`src/rtl/burst_seq_pkg.sv`:
```
package burst_seq_pkg;

   typedef enum logic [1:0] {
      ST_IDLE = 2'd0,
      ST_WAIT = 2'd1,
      ST_RUN  = 2'd2
   } seq_state_t;

   localparam logic [1:0] LEN_CONT = 2'd3;

   // Fixed burst length in words for codes 0..2.
   function automatic int unsigned beats_of(input logic [1:0] code);
      return 32'd4 << code;
   endfunction

endpackage

```
`src/rtl/burst_cfg_reg.sv`:
```
module burst_cfg_reg #(
   parameter int ADDR_W = 16
) (
   input  logic              clk,
   input  logic              rst_n,
   input  logic              load,
   input  logic [ADDR_W-1:0] start_addr,
   input  logic [1:0]        len_code,
   input  logic              order_il,
   input  logic              wide,
   output logic [ADDR_W-1:0] base_q,
   output logic [1:0]        len_q,
   output logic              il_q,
   output logic              wide_q
);

   always_ff @(posedge clk) begin
      if (!rst_n) begin
         base_q <= '0;
         len_q  <= '0;
         il_q   <= 1'b0;
         wide_q <= 1'b0;
      end else if (load) begin
         base_q <= start_addr;
         len_q  <= len_code;
         il_q   <= order_il;
         wide_q <= wide;
      end
   end

endmodule

```
`src/rtl/burst_ctrl.sv`:
```
module burst_ctrl
   import burst_seq_pkg::*;
#(
   parameter int ADDR_W = 16,
   parameter int LAT_W  = 3
) (
   input  logic              clk,
   input  logic              rst_n,
   input  logic              chip_en,
   input  logic              load,
   input  logic [LAT_W-1:0]  lat,
   input  logic [1:0]        len_q,
   output logic [ADDR_W-1:0] beat,
   output logic              run
);

   localparam logic [LAT_W-1:0] LAT_ONE = LAT_W'(1);

   seq_state_t        state;
   logic [LAT_W-1:0]  wait_cnt;
   logic [LAT_W-1:0]  lat_eff;
   logic              last_beat;

   assign lat_eff   = (lat == '0) ? LAT_ONE : lat;
   assign last_beat = (len_q != LEN_CONT) &&
                      (beat == ADDR_W'(beats_of(len_q) - 1));
   assign run       = (state == ST_RUN);

   always_ff @(posedge clk) begin
      if (!rst_n) begin
         state    <= ST_IDLE;
         wait_cnt <= '0;
         beat     <= '0;
      end else if (!chip_en) begin
         state    <= ST_IDLE;
      end else if (load) begin
         state    <= ST_WAIT;
         wait_cnt <= lat_eff;
         beat     <= '0;
      end else begin
         unique case (state)
            ST_WAIT: begin
               if (wait_cnt == LAT_ONE) state <= ST_RUN;
               else                     wait_cnt <= wait_cnt - LAT_ONE;
            end
            ST_RUN: begin
               beat <= beat + ADDR_W'(1);
               if (last_beat) state <= ST_IDLE;
            end
            default: state <= ST_IDLE;
         endcase
      end
   end

endmodule

```
`src/rtl/burst_addr_gen.sv`:
```
module burst_addr_gen
   import burst_seq_pkg::*;
#(
   parameter int ADDR_W     = 16,
   parameter bit ALLOW_WIDE = 1'b1
) (
   input  logic [ADDR_W-1:0] base_q,
   input  logic [ADDR_W-1:0] beat,
   input  logic [1:0]        len_q,
   input  logic              il_q,
   input  logic              wide_q,
   output logic [ADDR_W-1:0] arr_addr
);

   logic              wide_eff;
   logic [ADDR_W-1:0] wstart;
   logic [ADDR_W-1:0] blk_mask;
   logic [ADDR_W-1:0] lin_word;
   logic [ADDR_W-1:0] low_word;
   logic [ADDR_W-1:0] fixed_word;
   logic [ADDR_W-1:0] word;

   if (ALLOW_WIDE) begin : g_wide
      assign wide_eff = wide_q;
   end else begin : g_narrow
      assign wide_eff = 1'b0;
   end

   assign wstart   = wide_eff ? {1'b0, base_q[ADDR_W-1:1]} : base_q;
   assign blk_mask = (ADDR_W'(4) << len_q) - ADDR_W'(1);
   assign lin_word = wstart + beat;
   assign low_word = il_q ? (wstart ^ beat) : lin_word;

   // Bitwise merge: offset bits from the ordered low part, block bits fixed.
   for (genvar b = 0; b < ADDR_W; b++) begin : g_merge
      assign fixed_word[b] = blk_mask[b] ? low_word[b] : wstart[b];
   end

   assign word     = (len_q == LEN_CONT) ? lin_word : fixed_word;
   assign arr_addr = wide_eff ? {word[ADDR_W-2:0], 1'b0} : word;

endmodule

```
`src/rtl/burst_seq.sv`:
```
module burst_seq
   import burst_seq_pkg::*;
#(
   parameter int ADDR_W     = 16,
   parameter int LAT_W      = 3,
   parameter bit ALLOW_WIDE = 1'b1
) (
   input  logic              clk,
   input  logic              rst_n,
   input  logic              chip_en,
   input  logic              start,
   input  logic [ADDR_W-1:0] start_addr,
   input  logic [1:0]        len_code,
   input  logic              order_il,
   input  logic [LAT_W-1:0]  lat,
   input  logic              wide,
   output logic [ADDR_W-1:0] arr_addr,
   output logic              dvalid
);

   if (ADDR_W < 6 || ADDR_W > 32) begin : g_bad_addr_w
      $error("burst_seq: ADDR_W must lie in 6..32");
   end
   if (LAT_W < 1 || LAT_W > 8) begin : g_bad_lat_w
      $error("burst_seq: LAT_W must lie in 1..8");
   end

   logic              load;
   logic [ADDR_W-1:0] base_q;
   logic [1:0]        len_q;
   logic              il_q;
   logic              wide_q;
   logic [ADDR_W-1:0] beat;
   logic              run;

   assign load = start & chip_en;

   burst_cfg_reg #(.ADDR_W(ADDR_W)) u_cfg (
      .clk(clk), .rst_n(rst_n), .load(load),
      .start_addr(start_addr), .len_code(len_code),
      .order_il(order_il), .wide(wide),
      .base_q(base_q), .len_q(len_q), .il_q(il_q), .wide_q(wide_q)
   );

   burst_ctrl #(.ADDR_W(ADDR_W), .LAT_W(LAT_W)) u_ctrl (
      .clk(clk), .rst_n(rst_n), .chip_en(chip_en), .load(load),
      .lat(lat), .len_q(len_q), .beat(beat), .run(run)
   );

   burst_addr_gen #(.ADDR_W(ADDR_W), .ALLOW_WIDE(ALLOW_WIDE)) u_agen (
      .base_q(base_q), .beat(beat), .len_q(len_q), .il_q(il_q),
      .wide_q(wide_q), .arr_addr(arr_addr)
   );

   assign dvalid = run & chip_en;

endmodule

```
`config.mk`:
```
export PLATFORM = sky130hd
export DESIGN_NAME = burst_seq
export DESIGN_NICKNAME = d
export VERILOG_FILES = /design/src/rtl/burst_seq_pkg.sv /design/src/rtl/burst_cfg_reg.sv /design/src/rtl/burst_ctrl.sv /design/src/rtl/burst_addr_gen.sv /design/src/rtl/burst_seq.sv
export SDC_FILE = /design/constraint.sdc
export NUM_CORES = 1
export LEC_CHECK = 0
export ABC_CLOCK_PERIOD_IN_PS = 5900
export BUFFER_PORTS_ARGS = -buffer_cell sky130_fd_sc_hd__buf_2
export CORE_MARGIN = 2
export CORE_UTILIZATION = 59
export CTS_CLUSTER_DIAMETER = 80
export CTS_CLUSTER_SIZE = 16
export DETAILED_ROUTE_END_ITERATION = 10
export PLACE_DENSITY = 0.92
export SYNTH_ARGS = -nofsm -noshare
export SYNTH_HDL_FRONTEND = slang
export SYNTH_SLANG_ARGS = --single-unit
```
`constraint.sdc`:
```
create_clock -name clk -period 5.9 [get_ports clk]
set_input_delay 1.18 -clock clk [delete_from_list [all_inputs] [get_ports clk]]
set_output_delay 1.18 -clock clk [all_outputs]
set_load 0.02 [all_outputs]
```
## Word level (Yosys, flattened, before mapping)

Index checks and enable logic that the tools add are counted.
W data, S select, Z words.

- $add $sub $neg: 5
- Multipliers: 0
- Div/mod/pow operators: 0
- Order comparisons: 0
- Equal/unequal tests: 11
- Shift-type cells: 2
- Muxes and demuxes: 30
- Bitwise logic cells: 5
- Reductions and logical operators: 10

Operators by type and width:

| operator | number |
|---|---|
| $mux W16 | 6 |
| $shl A3 B2 Y16 const A | 2 |
| $mux W1 | 17 |
| $add A16 B1 Y16 const B | 1 |
| $add A16 B16 Y16 | 1 |
| $eq A16 B16 Y1 | 1 |
| $sub A16 B1 Y16 const B | 1 |
| $sub A16 B2 Y16 const B | 1 |
| $xor A16 B16 Y16 | 1 |
| $mux W3 | 4 |
| $reduce_and A2 Y1 | 4 |
| $ne A3 B2 Y1 const B | 2 |
| $eq A2 B2 Y1 const B | 2 |
| $mux W2 | 2 |
| $ne A2 B1 Y1 const B | 2 |
| $ne A2 B2 Y1 const B | 2 |
| $pmux W2 S2 | 1 |
| $reduce_bool A2 Y1 | 2 |
| $eq A3 B1 Y1 const B | 1 |
| $logic_not A3 Y1 | 1 |
| $reduce_and A3 Y1 | 1 |
| $reduce_or A3 Y1 | 1 |
| $sub A3 B1 Y3 const B | 1 |
| $and A1 B1 Y1 | 2 |
| other kinds (3) | 4 |

- Register bits: 41
- Latch bits: 0
- Memory bits (writable): 0
- Bits in read-only memories: 0
- Input port bits: 27
- Output and inout bits: 17
- Logic and storage cells: 71
- Memories: 0

## Logic depth before layout (Yosys ltp)

Gate-level depths: netlist (run 1).

- Depth in word-level cells: 7
- Gate-level depth with buffers: 12

## Hierarchy

From an unflattened synthesis (run 1), not the netlist that was laid out.

- Cell total of the unflattened synthesis: 396
- Area, all modules: 3325.7 sq um

Modules (own cells, without submodules):

| module | times used | cells each | area an instance (sq um) | sequential area each (sq um) |
|---|---|---|---|---|
| burst_addr_gen | 1 | 195 | 1412.6 | 0.0 |
| burst_ctrl | 1 | 135 | 1144.8 | 420.4 |
| burst_cfg_reg | 1 | 64 | 755.7 | 400.4 |
| burst_seq | 1 | 2 | 12.5 | 0.0 |

## Worst setup path before layout (run 1)

Ideal clock, no wire load.

- Path type: register to output
- Start: reg u_cfg.wide_q
- End: out arr_addr[8]
- Arrival: 3.663 ns
- Required time: 4.720 ns
- Setup slack: 1.057 ns
- Stages on the path, launching flop included: 13
- Path buffers: 3
- Path through: dfxtp_1 -> buf_2 -> buf_1 -> buf_1 -> mux2_2 -> ha_1 -> fa_1 -> a211o_1 -> a21oi_1 -> o21bai_1 -> a2111oi_0 -> o221ai_1 -> o21ai_1

- Longest elaborated chain between the ends: 6
- Elaborated cells on any way between the ends: 8
- Those cells by class: 1 x add/sub; 6 x mux; 1 x bitwise

Ends and longest elaborated chain:

| element | line | RTL |
|---|---|---|
| start, declared | burst_cfg_reg.sv:14 | `output logic wide_q` |
| start signal, assigned | burst_cfg_reg.sv:27 | `wide_q <= wide;` |
| $mux W16 | burst_addr_gen.sv:29 | `assign wstart = wide_eff ? {1'b0, base_q[ADDR_W-1:1]} : base_q;` |
| $add A16 B16 Y16 / $xor A16 B16 Y16 (equally long branches) | burst_addr_gen.sv:31, burst_addr_gen.sv:32 |  |
| $mux W16 | burst_addr_gen.sv:32 | `assign low_word = il_q ? (wstart ^ beat) : lin_word;` |
| $mux W1 | burst_addr_gen.sv:36 | `assign fixed_word[b] = blk_mask[b] ? low_word[b] : wstart[b];` |
| $mux W16 | burst_addr_gen.sv:39 | `assign word = (len_q == LEN_CONT) ? lin_word : fixed_word;` |
| $mux W16 * | burst_addr_gen.sv:40 | `assign arr_addr = wide_eff ? {word[ADDR_W-2:0], 1'b0} : word;` |
| end, declared | burst_seq.sv:17 | `output logic [ADDR_W-1:0] arr_addr,` |

Every way passes the cells marked *; elsewhere a longest branch is shown, timed or not.

## Final worst setup path (run 1)

- Start: reg u_cfg.wide_q
- End: out arr_addr[13]

The elaborated chain is that of the path after synthesis.

==> results of run 1 <==
routing by layer:
metal / global-route usage / vias to the layer above
met5: 0 / -
met4: 0.0881 / 0
met3: 0.0416 / 15
met2: 0.489 / 127
met1: 0.383 / 1595
li1: - / 1691
metrics by stage:
stage,setup slack (ns),instance area [um^2],total power [uW],std cells,hold slack (ns)
detailed placement,1.32,3670,431,538,0.458
CTS,0.960,3760,616,546,0.470
floorplan,1.06,3420,392,440,0.441
global placement,1.42,3670,427,538,0.450
finish,0.913,3760,615,546,0.466
global route,0.748,3760,641,546,0.511
final timing paths:
| kind | slack (ns) | end | cells after the start |
|---|---|---|---|
| setup / recovery | 0.91 | arr_addr[13] | 10 |
| hold / removal | 0.47 | u_cfg.base_q[0]$_SDFFE_PN0P_ | 2 |
| setup reg to reg | 3.47 | u_ctrl.state[1]$_SDFFE_PP0P_ | 9 |
| hold reg to reg | 0.47 | u_cfg.base_q[0]$_SDFFE_PN0P_ | 2 |
cells in the mapped netlist, types with 2 or more instances:
library cell,count,area share
a311oi_1,2,0.0051
and3_1,9,0.016
mux2i_1,3,0.0088
a21o_1,11,0.024
xor2_1,10,0.026
o311ai_0,2,0.0051
a2111oi_0,2,0.0051
and2_1,4,0.0073
o21ai_0,23,0.034
nor3b_1,3,0.0066
nand2b_1,6,0.011
o21a_1,3,0.0066
nand2_1,64,0.070
nor3_1,11,0.016
nand3b_1,2,0.0044
a211o_1,4,0.010
buf_1,4,0.0044
o22ai_1,3,0.0055
nor2b_1,4,0.0073
a221oi_1,2,0.0051
inv_1,11,0.012
a211oi_1,3,0.0066
a21oi_1,23,0.034
clkbuf_1,13,0.014
dfxtp_1,41,0.24
o21ai_1,4,0.0058
buf_2,3,0.0044
xnor2_1,6,0.015
a21boi_0,22,0.048
nor4_1,4,0.0073
a31oi_1,9,0.016
or3_1,6,0.011
ha_1,20,0.073
o211ai_1,5,0.011
nand3_1,16,0.023
nor2_1,29,0.032
mux2_2,23,0.076
final cells by class:
class	instances	area share
flip-flops and latches	41	0.218
multi-input cells	366	0.658
inverters	13	0.0130
well taps	72	0.0239
clock inverters	3	0.00565
clock buffers	5	0.0183
repair buffers	46	0.0632
layout by cell type (no fill, tap or decap), drive strengths merged, types with 10 or more instances in the layout:
master / count
dfxtp: 41
buf: 46
ha: 20
and3: 10
o21ai: 28
xor2: 10
nor2: 29
a21boi: 22
nor3: 11
mux2: 25
inv: 13
a21oi: 23
nand2: 65
a21o: 11
nand3: 16
power by group:
group / leakage [uW] / switching, uW / internal, uW
Sequential: 0.000333 / 11.2 / 285
Combinational: 0.00122 / 76.2 / 55.1
Clock: 0.0000445 / 104 / 83.9
Total: 0.00160 / 191 / 424
registers in the layout, indices dropped and copies added (netlist names):
| name | count |
|---|---|
| u_cfg.len_q | 2 |
| u_ctrl.wait_cnt | 3 |
| u_cfg.wide_q | 1 |
| u_ctrl.beat | 16 |
| u_cfg.base_q | 16 |
| u_cfg.il_q | 1 |
| u_ctrl.state | 2 |
cell families (layout without fill, tap and decap cells):
group / count (synthesis) / in the layout / synth area share
AOI/OAI and AO/OA: 136 / 136 / 0.281
and+or+nand+nor: 165 / 165 / 0.230
buffers and inverters: 33 / 67 / 0.0373
muxes: 28 / 28 / 0.0921
DFF: 41 / 41 / 0.240
xor gates and xnor gates: 16 / 16 / 0.0409
adders and majority gates: 21 / 21 / 0.0789
tightest hold or removal path, cell delays in order, from the launching register on:
cell,delay (ns)
dfxtp_1,0.31
nand2_1,0.05
a21boi_0,0.06
==> summary.md, run 1 <==
| Metric | Value |
|---|---|
| Outcome | `finished clean` |
| Sequential area share after synthesis | `0.240` |
| Yosys reg bits | `41` |
| Final Cycle Share | `0.845` |
| Layout fillers | `470` |
| CP cell instances | `buf_4 -> mux2_2 -> ha_1 -> and3_1 -> a221oi_1 -> o21ai_1 -> a211oi_1 -> mux2_1 -> mux2_2 -> buf_2` |
| Slew HR | `0.477` |
| Post-Route Setup TNS | `0 ns` |
| Top sig layer | `met4` |
| Vias | `3,428` |
| Syn_nets | `488` |
| CP max FO | `17` |
| Crit-path most repeated cell | `mux2_2` |
| WL met2 | `4.18 mm` |
| Post-DP HPWL | `6.69 mm` |
| Hold Vio Cnt, Final | `0` |
| Die ar. | `6430 um^2` |
| Clock Skews | `0.00791 ns` |
| Critical path capture point type | `output port` |
| F_max | `201 MHz` |
| Max-cap viol count | `0` |
| Die Span Y | `80.2 um` |
| Pwr dens | `163 nW/um^2` |
| Postcts setup bufs | `0` |
| Critical Path Max Stage Delay | `0.53 ns` |
| Vias in the first global route | `3,122` |
| RSZ-0062 raised after global routing | `no` |
| Synth Flop Type | `dfxtp_1` |
| HP Start | `u_cfg.base_q[0]$_SDFFE_PN0P_` |
| Least-Margin Pin Slew | `0.784 ns` |
| CP delay by family, top | `multiplexers` |
| Starting Density | `0.618` |
| Metal-1 WL | `3.99 mm` |
| Number of gates resized after cts | `0` |
| Cts bufs inserted | `5` |
| Crit path time final | `4.99 ns` |
| GR Overflow Total | `0` |
| Post-DR wirelength/cell | `16.2 um` |
| Worst-path clk slew | `0.08 ns` |
| Detail Route Antenna Nets | `0` |
| Post-synth EDFFs | `0` |
| Fin util | `0.679` |
| Distinct cells, synth | `67` |
| Final Setup Violations | `0` |
| Ratio of cells with drive above 1 in the final layout | `0.188` |
| Mean post-synth cell area | `7.78 um^2` |
| Register Area | `821 um^2` |
| Total track usage | `0.290` |
| Placer's final routability congestion estimate | `0.980` |
| Yosys warns | `0` |
| Drt via density | `6.28` |
| CTS tree | `done` |
| Setup crit start | `u_cfg.wide_q$_SDFFE_PN0P_` |
| CTS Sinks | `41` |
| I/O Buffers | `43` |
| Required time of the critical path | `4.72 ns` |
| Layout Nets | `521` |
| Startpoint types | `flip-flop` |
| Async SR Flop Fraction | `0` |
| Synth Instances | `440` |
| Antenna violations before repair | `0` |
| First-pass GRT wire length | `14.8 mm` |
| Largest net degree at the start of global routing | `26` |
| H-tree depth | `2` |
| Worst Path Arrival | `3.81 ns` |
| Reg-to-Reg Start | `u_cfg.len_q[1]$_SDFFE_PN0P_` |
| Slew Limit Fails | `0` |
| Critical path class | `flip-flop to output port` |
| Final wirelength | `8.87 mm` |
| Mapped cell area | `3420 um^2` |
| CTS Buffer Depth | `2` |
| CP bufs+invs | `2` |
| DR DRC count | `0` |
| Wire length on met3 | `490 um` |
| VDD IR-drop max | `246 uV` |
| Hold buffer count at CTS | `0` |
| P&R area growth vs syn | `9.91%` |
| Io pins | `44` |
| 1st-pass router iterations | `5` |
| CP max stage cell | `dfxtp_1` |
| FP Rows | `27` |
| Die width | `80.2 um` |
| Leakage | `0.00160 uW` |
| Worst Hold Class | `flip-flop to flip-flop` |
| Core outline area | `5540 um^2` |
| Multi-input logic area | `2470 um^2` |
| Worst-Skew Late Latency | `0.30 ns` |
| Root buf cell | `clkbuf_8` |
| Initial DRC Count | `308` |
| Ant. Diodes | `0` |
(Power assumes the default switching activity.)
==> inputs of run 2 (changes only) <==
- ABC_CLOCK_PERIOD_IN_PS: 5900 -> 5200
- clock period: 5.9 -> 5.2 ns (I/O delays scaled with it)
==> run 2 against run 1 <==
  * Clock skew increased by 0.0034 ns
  * Via count increased by 0.18%
  * Sequential power up 14%
  * Clock power grew 20%
  * Sequential share of layout area about the same
  * Global-route usage decreased by 0.31 points
  * Count of clock-buffer cells in the layout unchanged
  * Combinational power is 13% higher
  * Register-to-register slack got worse by 0.74 ns
  * Critical path type unchanged
  * Critical endpoint is now arr_addr[9]
==> summary.md, run 2 (synthesis gave the netlist of run 1 again) <==
| Metric | Value |
|---|---|
| Most common cell after layout, fill and taps aside | `nand2_1` |
| Root buf cell | `clkbuf_8` |
| CTS Buffer Depth | `2` |
| Max-cap viol count | `0` |
| Antenna violations before repair | `0` |
| CP bufs+invs | `1` |
| Largest net degree at the start of global routing | `26` |
| RSZ-0062 raised after global routing | `no` |
| Fin util | `0.680` |
| Detail Route Antenna Nets | `0` |
| Hold buffer count at CTS | `0` |
| CP delay by family, top | `compound AO/OA/AOI/OAI gates` |
| Critical Path Max Stage Delay | `0.74 ns` |
| Initial DRC Count | `263` |
| Worst-path clk slew | `0.08 ns` |
| Worst Hold Class | `flip-flop to flip-flop` |
| Die width | `80.2 um` |
| GR Overflow Total | `0` |
| GR Layer Usage met3 | `0.0315` |
| Hold Vio Cnt, Final | `0` |
| Worst Path Arrival | `3.87 ns` |
| CP cell instances | `mux2_2 -> ha_1 -> fa_1 -> a211o_1 -> a21oi_1 -> o21bai_1 -> a2111oi_0 -> o221ai_1 -> o21ai_1 -> buf_2` |
| FP Rows | `27` |
| CP max FO | `17` |
| First-pass GRT wire length | `14.7 mm` |
| Post-DP HPWL | `6.71 mm` |
| Required time of the critical path | `4.16 ns` |
| Pre-CTS WS | `0.776 ns` |
| Placer's final routability congestion estimate | `0.988` |
| DR DRC count | `0` |
| Critical path capture point type | `output port` |
| Critical path class | `flip-flop to output port` |
| Slew Limit Fails | `0` |
| Die Span Y | `80.2 um` |
| GRT busiest layer | `met2` |
| Grt met2 use | `0.489` |
| Worst setup margin | `0.294 ns` |
| Pwr dens | `188 nW/um^2` |
| H-tree depth | `2` |
| Ant. Diodes | `0` |
| Core outline area | `5540 um^2` |
| Slew HR | `0.488` |
| Final wirelength | `8.77 mm` |
| Clock Skews | `0.0113 ns` |
| Crit path time final | `4.91 ns` |
| Leakage | `0.00160 uW` |
| Startpoint types | `flip-flop` |
| Io pins | `44` |
| Least-Margin Pin Slew | `0.769 ns` |
| VDD IR-drop max | `202 uV` |
| Number of gates resized after cts | `0` |
| P&R area growth vs syn | `10.0%` |
| Cts bufs inserted | `5` |
| Final Cycle Share | `0.944` |
| Vias | `3,434` |
| 1st-pass router iterations | `5` |
| CP max stage cell | `dfxtp_1` |
| Total track usage | `0.287` |
| Die ar. | `6430 um^2` |
| Global Route met1 Usage | `0.373` |
| Vias in the first global route | `3,159` |
| Post-Route Setup TNS | `0 ns` |
| Post-DR wirelength/cell | `16.1 um` |
| Most frequent cells in the layout | `nand2_1, buf_2, dfxtp_1` |
| Layout Nets | `521` |
| F_max | `204 MHz` |
| Starting Density | `0.618` |
| Postcts setup bufs | `0` |
| Largest regs | `u_cfg.base_q (16), u_ctrl.beat (16), u_ctrl.wait_cnt (3)` |
| CTS Sinks | `41` |
| I/O Buffers | `43` |
| CTS tree | `done` |
| Ratio of cells with drive above 1 in the final layout | `0.188` |
| Worst-Skew Late Latency | `0.31 ns` |
| Final Setup Violations | `0` |
| Outcome | `finished clean` |
| Drt via density | `6.29` |
run 2: cell count changes in the layout (fill, tap and decap cells not counted), sizes merged:
cell    delta
inv        +1
clkinv     -1
run 2: area by class of cell:
| type | count | area (um^2) |
|---|---|---|
| Multi-Input combinational cell | 366 | 2470 |
| Fill cell | 464 | 1770 |
| Sequential cell | 41 | 821 |
| Timing Repair Buffer | 46 | 238 |
| Tap cell | 72 | 90.1 |
| Clock buffer | 5 | 68.8 |
| Inverter | 13 | 48.8 |
| Clock inverter | 3 | 25.0 |
run 2: routing by layer:
metal  vias up  wire [um]  part of all wire
li1       1677          -                 -
met1      1593       3910              0.45
met2       142       4090              0.47
met3        22        574             0.065
met4         0        197             0.022
met5         -          0                 0
run 2: worst reg2reg max path, stage by stage (launching register included):
cell and delay, ns:
dfxtp_1 0.57, and2_1 0.18, buf_4 0.24, inv_2 0.20, ha_1 0.40, xnor2_1 0.15, nor3_1 0.19, nand4_1 0.17
a31oi_1 0.22, nor3_1 0.07
run 2: path summary, 6_finish.rpt:
path,start,endpoint,slack [ns],depth (start not counted)
worst max-delay path,u_cfg.wide_q$_SDFFE_PN0P_,arr_addr[9],0.29,10
worst min register to register,u_cfg.base_q[0]$_SDFFE_PN0P_,u_cfg.base_q[0]$_SDFFE_PN0P_,0.47,2
worst max register to register,u_cfg.len_q[1]$_SDFFE_PN0P_,u_ctrl.state[1]$_SDFFE_PP0P_,2.73,9
worst min-delay path,u_cfg.base_q[0]$_SDFFE_PN0P_,u_cfg.base_q[0]$_SDFFE_PN0P_,0.47,2
run 2: metrics by stage:
step	std cells	area (um^2)	total power, uW	hold slack [ns]
floorplan	440	3420	445	0.441
global placement	538	3670	484	0.449
detailed placement	538	3670	489	0.462
CTS	546	3770	707	0.472
global route	546	3770	740	0.513
finish	546	3770	708	0.473
run 2: where the power goes:
part	total, uW	internal (uW)	switching (uW)
Combinational	148	62.5	85.9
Clock	224	97.8	126
Sequential	336	323	13.0
